File: src/rtl/fir_da_pkg.sv
package fir_da_pkg;

    typedef enum logic [1:0] {
        ST_IDLE = 2'd0,
        ST_CALC = 2'd1,
        ST_HOLD = 2'd2
    } frame_st_e;

    function automatic int ceil_div(input int num, input int den);
        return (num + den - 1) / den;
    endfunction

endpackage

File: src/rtl/fir_da_ctrl.sv
module fir_da_ctrl
    import fir_da_pkg::*;
#(
    parameter int NBITS_IN     = 8,
    parameter int SAMPLE_RATIO = 16
) (
    input  logic                          clk,
    input  logic                          rst_n,
    input  logic                          datai_en,
    output logic                          accept,
    output logic                          calc,
    output logic                          first,
    output logic                          last,
    output logic [$clog2(NBITS_IN)-1:0]   phase
);
    localparam int SW = $clog2(SAMPLE_RATIO + 1);
    localparam int PW = $clog2(NBITS_IN);
    localparam logic [SW-1:0] SLOT_END = SW'(SAMPLE_RATIO - 1);
    localparam logic [SW-1:0] SLOT_MSB = SW'(NBITS_IN - 1);

    typedef struct packed {
        frame_st_e         st;
        logic [SW-1:0]     slot;
    } ctrl_s;

    ctrl_s cur_q, nxt_d;
    logic  frame_end;

    always_comb begin
        frame_end = (cur_q.st != ST_IDLE) && (cur_q.slot == SLOT_END);
        accept    = datai_en && ((cur_q.st == ST_IDLE) || frame_end);
        calc      = (cur_q.st == ST_CALC);
        first     = calc && (cur_q.slot == '0);
        last      = calc && (cur_q.slot == SLOT_MSB);
        phase     = cur_q.slot[PW-1:0];

        nxt_d = cur_q;
        if (accept) begin
            nxt_d.st   = ST_CALC;
            nxt_d.slot = '0;
        end else if (frame_end) begin
            nxt_d.st   = ST_IDLE;
            nxt_d.slot = '0;
        end else if (cur_q.st != ST_IDLE) begin
            nxt_d.slot = cur_q.slot + SW'(1);
            if (last) begin
                nxt_d.st = ST_HOLD;
            end
        end
    end

    always_ff @(posedge clk or negedge rst_n) begin
        if (!rst_n) begin
            cur_q <= '{st: ST_IDLE, slot: '0};
        end else begin
            cur_q <= nxt_d;
        end
    end

endmodule

File: src/rtl/fir_da_tapbuf.sv
module fir_da_tapbuf #(
    parameter int NTAPS    = 13,
    parameter int NBITS_IN = 8
) (
    input  logic                 clk,
    input  logic                 rst_n,
    input  logic                 accept,
    input  logic                 calc,
    input  logic [NBITS_IN-1:0]  datai,
    output logic [NTAPS-1:0]     plane
);
    typedef struct packed {
        logic [NTAPS-1:0][NBITS_IN-1:0] smp;
    } buf_s;

    buf_s cur_q, nxt_d, rot;

    always_comb begin
        // each step turns every sample right by one bit; after NBITS_IN
        // steps every sample is back in its natural bit order
        rot = cur_q;
        if (calc) begin
            for (int t = 0; t < NTAPS; t++) begin
                rot.smp[t] = {cur_q.smp[t][0], cur_q.smp[t][NBITS_IN-1:1]};
            end
        end

        nxt_d = rot;
        if (accept) begin
            for (int t = NTAPS - 1; t > 0; t--) begin
                nxt_d.smp[t] = rot.smp[t-1];
            end
            nxt_d.smp[0] = datai;
        end

        for (int t = 0; t < NTAPS; t++) begin
            plane[t] = cur_q.smp[t][0];
        end
    end

    always_ff @(posedge clk or negedge rst_n) begin
        if (!rst_n) begin
            cur_q <= '0;
        end else begin
            cur_q <= nxt_d;
        end
    end

endmodule

File: src/rtl/fir_da_lut.sv
module fir_da_lut #(
    parameter int NTAPS = 13,
    parameter int Q     = 4,
    parameter int BASE  = 0,
    parameter int LW    = 9,
    parameter int COEF [NTAPS] = '{default: 0}
) (
    input  logic [Q-1:0]   addr,
    output logic [LW-1:0]  word
);
    localparam int WORDS = 1 << Q;

    function automatic int word_fn(input int a);
        int s;
        s = 0;
        for (int j = 0; j < Q; j++) begin
            if (BASE + j < NTAPS) begin
                if (((a >> j) & 1) != 0) begin
                    s += COEF[BASE + j];
                end
            end
        end
        return s;
    endfunction

    logic [LW-1:0] rom [WORDS];

    for (genvar a = 0; a < WORDS; a++) begin : g_word
        localparam logic [LW-1:0] VAL = LW'(word_fn(a));
        assign rom[a] = VAL;
    end

    assign word = rom[addr];

endmodule

File: src/rtl/fir_da_accum.sv
module fir_da_accum #(
    parameter int OUTW        = 17,
    parameter int PW          = 3,
    parameter int SIGNED_MODE = 0
) (
    input  logic             clk,
    input  logic             rst_n,
    input  logic             calc,
    input  logic             first,
    input  logic             last,
    input  logic [PW-1:0]    phase,
    input  logic [OUTW-1:0]  term,
    output logic [OUTW-1:0]  datao,
    output logic             datao_valid
);
    typedef struct packed {
        logic [OUTW-1:0] acc;
        logic [OUTW-1:0] res;
        logic            vld;
    } acc_s;

    acc_s           cur_q, nxt_d;
    logic [OUTW-1:0] weighted;
    logic [OUTW-1:0] base;

    always_comb begin
        weighted = term << phase;
        base     = first ? '0 : cur_q.acc;

        nxt_d     = cur_q;
        nxt_d.vld = 1'b0;
        if (calc) begin
            if (SIGNED_MODE != 0 && last) begin
                nxt_d.acc = base - weighted;
            end else begin
                nxt_d.acc = base + weighted;
            end
            if (last) begin
                nxt_d.res = nxt_d.acc;
                nxt_d.vld = 1'b1;
            end
        end
    end

    always_ff @(posedge clk or negedge rst_n) begin
        if (!rst_n) begin
            cur_q <= '0;
        end else begin
            cur_q <= nxt_d;
        end
    end

    assign datao       = cur_q.res;
    assign datao_valid = cur_q.vld;

endmodule

File: src/rtl/fir_da_serial.sv
module fir_da_serial
    import fir_da_pkg::*;
#(
    parameter int NTAPS        = 13,
    parameter int NBITS_IN     = 8,
    parameter int NBITS_COEF   = 6,
    parameter int GROUP_TAPS   = 4,
    parameter int SAMPLE_RATIO = 16,
    parameter int SIGNED_MODE  = 0,
    parameter int COEF [NTAPS] = '{8, 14, 21, 27, 31, 31, 27, 21, 14, 8, 4, 2, 1},
    localparam int OUTW = NBITS_IN + NBITS_COEF + $clog2(NTAPS) - 1
) (
    input  logic                 clk,
    input  logic                 rst_n,
    input  logic                 datai_en,
    input  logic [NBITS_IN-1:0]  datai,
    output logic                 datao_valid,
    output logic [OUTW-1:0]      datao
);
    localparam int NGRP   = ceil_div(NTAPS, GROUP_TAPS);
    localparam int PADW   = NGRP * GROUP_TAPS;
    localparam int PW     = $clog2(NBITS_IN);
    localparam int LW_RAW = NBITS_COEF + $clog2(GROUP_TAPS) + 1;
    localparam int LW     = (LW_RAW > OUTW) ? OUTW : LW_RAW;

    logic            accept, calc, first, last;
    logic [PW-1:0]   phase;
    logic [NTAPS-1:0] plane;
    logic [PADW-1:0] plane_pad;
    logic [LW-1:0]   grp_word [NGRP];
    logic [OUTW-1:0] term;

    fir_da_ctrl #(
        .NBITS_IN     (NBITS_IN),
        .SAMPLE_RATIO (SAMPLE_RATIO)
    ) u_ctrl (
        .clk      (clk),
        .rst_n    (rst_n),
        .datai_en (datai_en),
        .accept   (accept),
        .calc     (calc),
        .first    (first),
        .last     (last),
        .phase    (phase)
    );

    fir_da_tapbuf #(
        .NTAPS    (NTAPS),
        .NBITS_IN (NBITS_IN)
    ) u_tapbuf (
        .clk    (clk),
        .rst_n  (rst_n),
        .accept (accept),
        .calc   (calc),
        .datai  (datai),
        .plane  (plane)
    );

    assign plane_pad = PADW'(plane);

    for (genvar g = 0; g < NGRP; g++) begin : g_grp
        fir_da_lut #(
            .NTAPS (NTAPS),
            .Q     (GROUP_TAPS),
            .BASE  (g * GROUP_TAPS),
            .LW    (LW),
            .COEF  (COEF)
        ) u_lut (
            .addr (plane_pad[g*GROUP_TAPS +: GROUP_TAPS]),
            .word (grp_word[g])
        );
    end

    always_comb begin
        term = '0;
        for (int g = 0; g < NGRP; g++) begin
            term = term + OUTW'(signed'(grp_word[g]));
        end
    end

    fir_da_accum #(
        .OUTW        (OUTW),
        .PW          (PW),
        .SIGNED_MODE (SIGNED_MODE)
    ) u_accum (
        .clk         (clk),
        .rst_n       (rst_n),
        .calc        (calc),
        .first       (first),
        .last        (last),
        .phase       (phase),
        .term        (term),
        .datao       (datao),
        .datao_valid (datao_valid)
    );

endmodule

File: config.mk
export PLATFORM = sky130hd
export DESIGN_NAME = fir_da_serial
export DESIGN_NICKNAME = d
export VERILOG_FILES = /design/src/rtl/fir_da_pkg.sv /design/src/rtl/fir_da_ctrl.sv /design/src/rtl/fir_da_tapbuf.sv /design/src/rtl/fir_da_lut.sv /design/src/rtl/fir_da_accum.sv /design/src/rtl/fir_da_serial.sv
export SDC_FILE = /design/constraint.sdc
export NUM_CORES = 1
export LEC_CHECK = 0
export BUFFER_PORTS_ARGS = -buffer_cell sky130_fd_sc_hd__buf_2
export CAP_MARGIN = 20
export CORE_MARGIN = 1
export CORE_UTILIZATION = 45
export DETAILED_ROUTE_END_ITERATION = 10
export GPL_ROUTABILITY_DRIVEN = 0
export PLACE_DENSITY = 0.71
export SYNTH_ARGS = -nofsm -noshare
export SYNTH_HDL_FRONTEND = slang
export SYNTH_SLANG_ARGS = --single-unit
File: constraint.sdc
create_clock -name clk -period 11.35 [get_ports clk]
set_input_delay 0.5675 -clock clk [delete_from_list [all_inputs] [get_ports clk]]
set_output_delay 0.5675 -clock clk [all_outputs]
set_load 0.1 [all_outputs]
==> impl_metrics.yaml <==
run_status:
  run_status: "completed"
timing:
  fin_worst_skew_ps: 9.433
  period_needed_ps: 5361
  fmax_mhz: 186.5
  relSlewSlack: 0.2621
  drv_slew: 0
  rsz0062_at_grt: "no"
  worst_pin_slew_ps: 1107
  timing.final.hold_violations: 0
  setup_tns_ps: 0
  layout_worst_path_cycle_share: 0.4723
  finalSetupViolCount: 0
  worst_hold_margin_ps: 159.0
route:
  routed-via-count: 5888
  drt-initial-drc-count: 298
  wl_per_cell_um: 14.67
  route.detailed.vias_per_inst: 5.333
  drtPass1Iterations: 4
  number_of_remaining_drc_errors: 0
  antenna_left: 0
  postRouteWirelength_um: 16190
setup_path:
  r2r.worst_path.cells: 20
  critPathCaptureType: "register"
  timing.critical_path.from_type: "register"
  setup.reg_to_reg.worst_slack_ps: 5990
  critPathRequiredTime_ps: 11660
  critical_path.startpoint: "u_tapbuf.plane[1]"
  rr_startpoint: "u_tapbuf.plane[1]"
  worst-setup-path-type: "reg -> reg"
  critical_path.reg2reg.endpoint: "u_accum.cur_q[31]"
  crit_path_max_fanout: 7
  cp-endpoint: "u_accum.cur_q[31]"
  critical_path_at_ps: 5670
synth:
  synthXorXnorAreaFrac: 0.01903
  netlist_top_cells_area: "sky130_fd_sc_hd__dfrtp_1 (42%), sky130_fd_sc_hd__mux2i_1 (23%), sky130_fd_sc_hd__ha_1 (4.9%)"
  post_synth_and_or_nand_nor_area_fraction: 0.1010
  ys_top_cells_by_count: "sky130_fd_sc_hd__mux2i_1 (197), sky130_fd_sc_hd__dfrtp_1 (146), sky130_fd_sc_hd__nand2_1 (71)"
  yosysTopAreaCell: "sky130_fd_sc_hd__dfrtp_1"
  synthMuxAreaShare: 0.2306
  distinct_cells_synth: 61
  synthDominantCellAreaShare: 0.4177
  register_area_share_after_synthesis: 0.4177
  yosys_register_bits: 146
  dominant_synthesized_flop_cell: "sky130_fd_sc_hd__dfrtp_1"
  synth-compound-area-share: 0.1176
  synth_most_common_cell: "sky130_fd_sc_hd__mux2i_1"
  mappedNetlistNets: 894
  synth-adder-area-share: 0.06466
  avgSynthCellArea_um2: 10.39
  cell_area_after_synthesis_mm2: 0.008746
  synthArstFlopShare: 1.000
  synthesis.instances: 842
  synth_warnings: 0
  synth_top_family_by_area: "multiplexers"
  synth_edf_count: 0
floorplan:
  initial_core_util: 0.4629
  die_w_um: 141.4
  core.rowCount: 50
  die-area_mm2: 0.02000
  core_mm2: 0.01889
  top_level_ports: 29
  chipHeight_um: 141.4
hold_path:
  hold_path.class: "in -> async"
placed_design:
  io_buffer_count: 28
  dp.final_hpwl_um: 11040
global_route:
  groute.layer.met2.usage: 0.2824
  globalRouteTotalUtil: 0.1741
  pin_count_of_the_biggest_net_entering_global_routing: 119
  grt_util_met1: 0.2302
  grt_first_pass_wirelength_um: 28100
  grt_antenna_before_repair: 0
  use_met3: 0.03949
  first_global_vias: 5915
  global_route.peak_usage_layer: "met2"
  global_route.overflow_total: 0
clocking:
  cts-hold-fix-buffers: 0
  clock_tree.buffer_depth: 2
  ctsHtreeMaxLevel: 4
  post_cts.resized_instances: 0
  numCtsBuffers: 17
  postCtsSetupBuffers: 0
  tritoncts_num_sinks: 146
  clock_root_buffer: "sky130_fd_sc_hd__clkbuf_16"
  clock_tree_from_tritoncts: "built"
  insertion_delay_ps: 430
  cts.clk_slew.worst_paths_ps: 70
cells_and_area:
  flow.area_growth_from_synthesis_pct: 9.013
  fillCellCount: 1793
  finish.net_count: 883
  seq_area_mm2: 0.003654
  antenna_cells: 0
  multi_input_comb_area_mm2: 0.004684
  drive_above_1_share: 0.1007
run:
  drv_cap: 0
## per-layer routing
layer / vias to the layer above / share of wire
met2: 65 / 0.46
met4: 0 / 0.014
met3: 17 / 0.024
met5: - / 0
li1: 2978 / -
met1: 2828 / 0.50
## state kept, by name, indices dropped and copies added, names as in the netlist
register and flops:
u_tapbuf.plane 13, u_ctrl.cur_q 4, u_accum.datao 17, u_accum.datao_valid 1
u_tapbuf.cur_q 91, u_ctrl.phase 3, u_accum.cur_q 17
## layout make-up
cell class / count / area share
clock buffers: 18 / 0.04606
multi-input cells: 607 / 0.4913
well taps: 260 / 0.03412
clock inverters: 14 / 0.01496
repair buffers: 33 / 0.02008
flip-flops and latches: 146 / 0.3832
inverters: 26 / 0.01024
## kinds of logic after synthesis
family,count (synthesis)
DFF,146
and+or+nand+nor,189
xor gates and xnor gates,19
buffers and inverters,89
muxes,201
adders and majority gates,41
AOI/OAI and AO/OA,157
## cell usage in the layout (no fill, tap or decap), types with 7 or more instances in the layout
cell type,count
sky130_fd_sc_hd__nor2b_1,8
sky130_fd_sc_hd__ha_1,34
sky130_fd_sc_hd__a21o_1,9
sky130_fd_sc_hd__nand2_1,71
sky130_fd_sc_hd__dfrtp_1,146
sky130_fd_sc_hd__xor2_1,11
sky130_fd_sc_hd__nor2_1,48
sky130_fd_sc_hd__o21ai_0,47
sky130_fd_sc_hd__and2_1,18
sky130_fd_sc_hd__o22ai_1,8
sky130_fd_sc_hd__mux2i_1,197
sky130_fd_sc_hd__fa_1,7
sky130_fd_sc_hd__buf_2,27
sky130_fd_sc_hd__inv_1,24
sky130_fd_sc_hd__a31oi_1,13
sky130_fd_sc_hd__clkbuf_16,17
sky130_fd_sc_hd__o31ai_1,7
sky130_fd_sc_hd__nand3_1,8
sky130_fd_sc_hd__a21oi_1,33
sky130_fd_sc_hd__xnor2_1,8
sky130_fd_sc_hd__nor3_1,9
## stage by stage
stage                     worst slack (ps)  cell area [um2]  std cells  utilization
final                                 5989             9534       1104       0.5046
after global routing                  5523             9534       1104       0.5046
after CTS                             5970             9519       1103       0.5038
after floorplan                       6549             8746        842            -
after detailed placement              6023             8937       1071       0.4730
after global placement                6163             8937       1071       0.4730
## how the worst min path moves through the flow
stage	endpoint	slack, ps
6_report	u_accum.cur_q[34]	160
5_1_grt	u_accum.datao[13]	210
4_1_cts	u_accum.cur_q[34]	180
3_5_place_dp	u_accum.datao[13]	460
3_3_place_gp	u_accum.cur_q[18]	450
2_1_floorplan	u_accum.cur_q[18]	270
## critical path, cell delays in order, from the launching register on
cell                       delay [ps]
sky130_fd_sc_hd__dfrtp_1          450
sky130_fd_sc_hd__inv_1            110
sky130_fd_sc_hd__ha_1             320
sky130_fd_sc_hd__nor2_1            50
sky130_fd_sc_hd__a211oi_1         220
sky130_fd_sc_hd__a21oi_1           90
sky130_fd_sc_hd__fa_1             560
sky130_fd_sc_hd__inv_1             40
sky130_fd_sc_hd__ha_1             340
sky130_fd_sc_hd__o21ai_0          230
sky130_fd_sc_hd__nor2_1           130
sky130_fd_sc_hd__o41ai_1          550
sky130_fd_sc_hd__nor2_1           120
sky130_fd_sc_hd__nor2_1           250
sky130_fd_sc_hd__a221oi_2         120
sky130_fd_sc_hd__ha_1             440
sky130_fd_sc_hd__nand4_1          200
sky130_fd_sc_hd__o22ai_1          330
sky130_fd_sc_hd__nor2_2            80
sky130_fd_sc_hd__o2111a_1         250
sky130_fd_sc_hd__or3_1            360
Power is not shown: default switching activity piles up to over one toggle a cycle in this logic, so the estimate is an artifact.
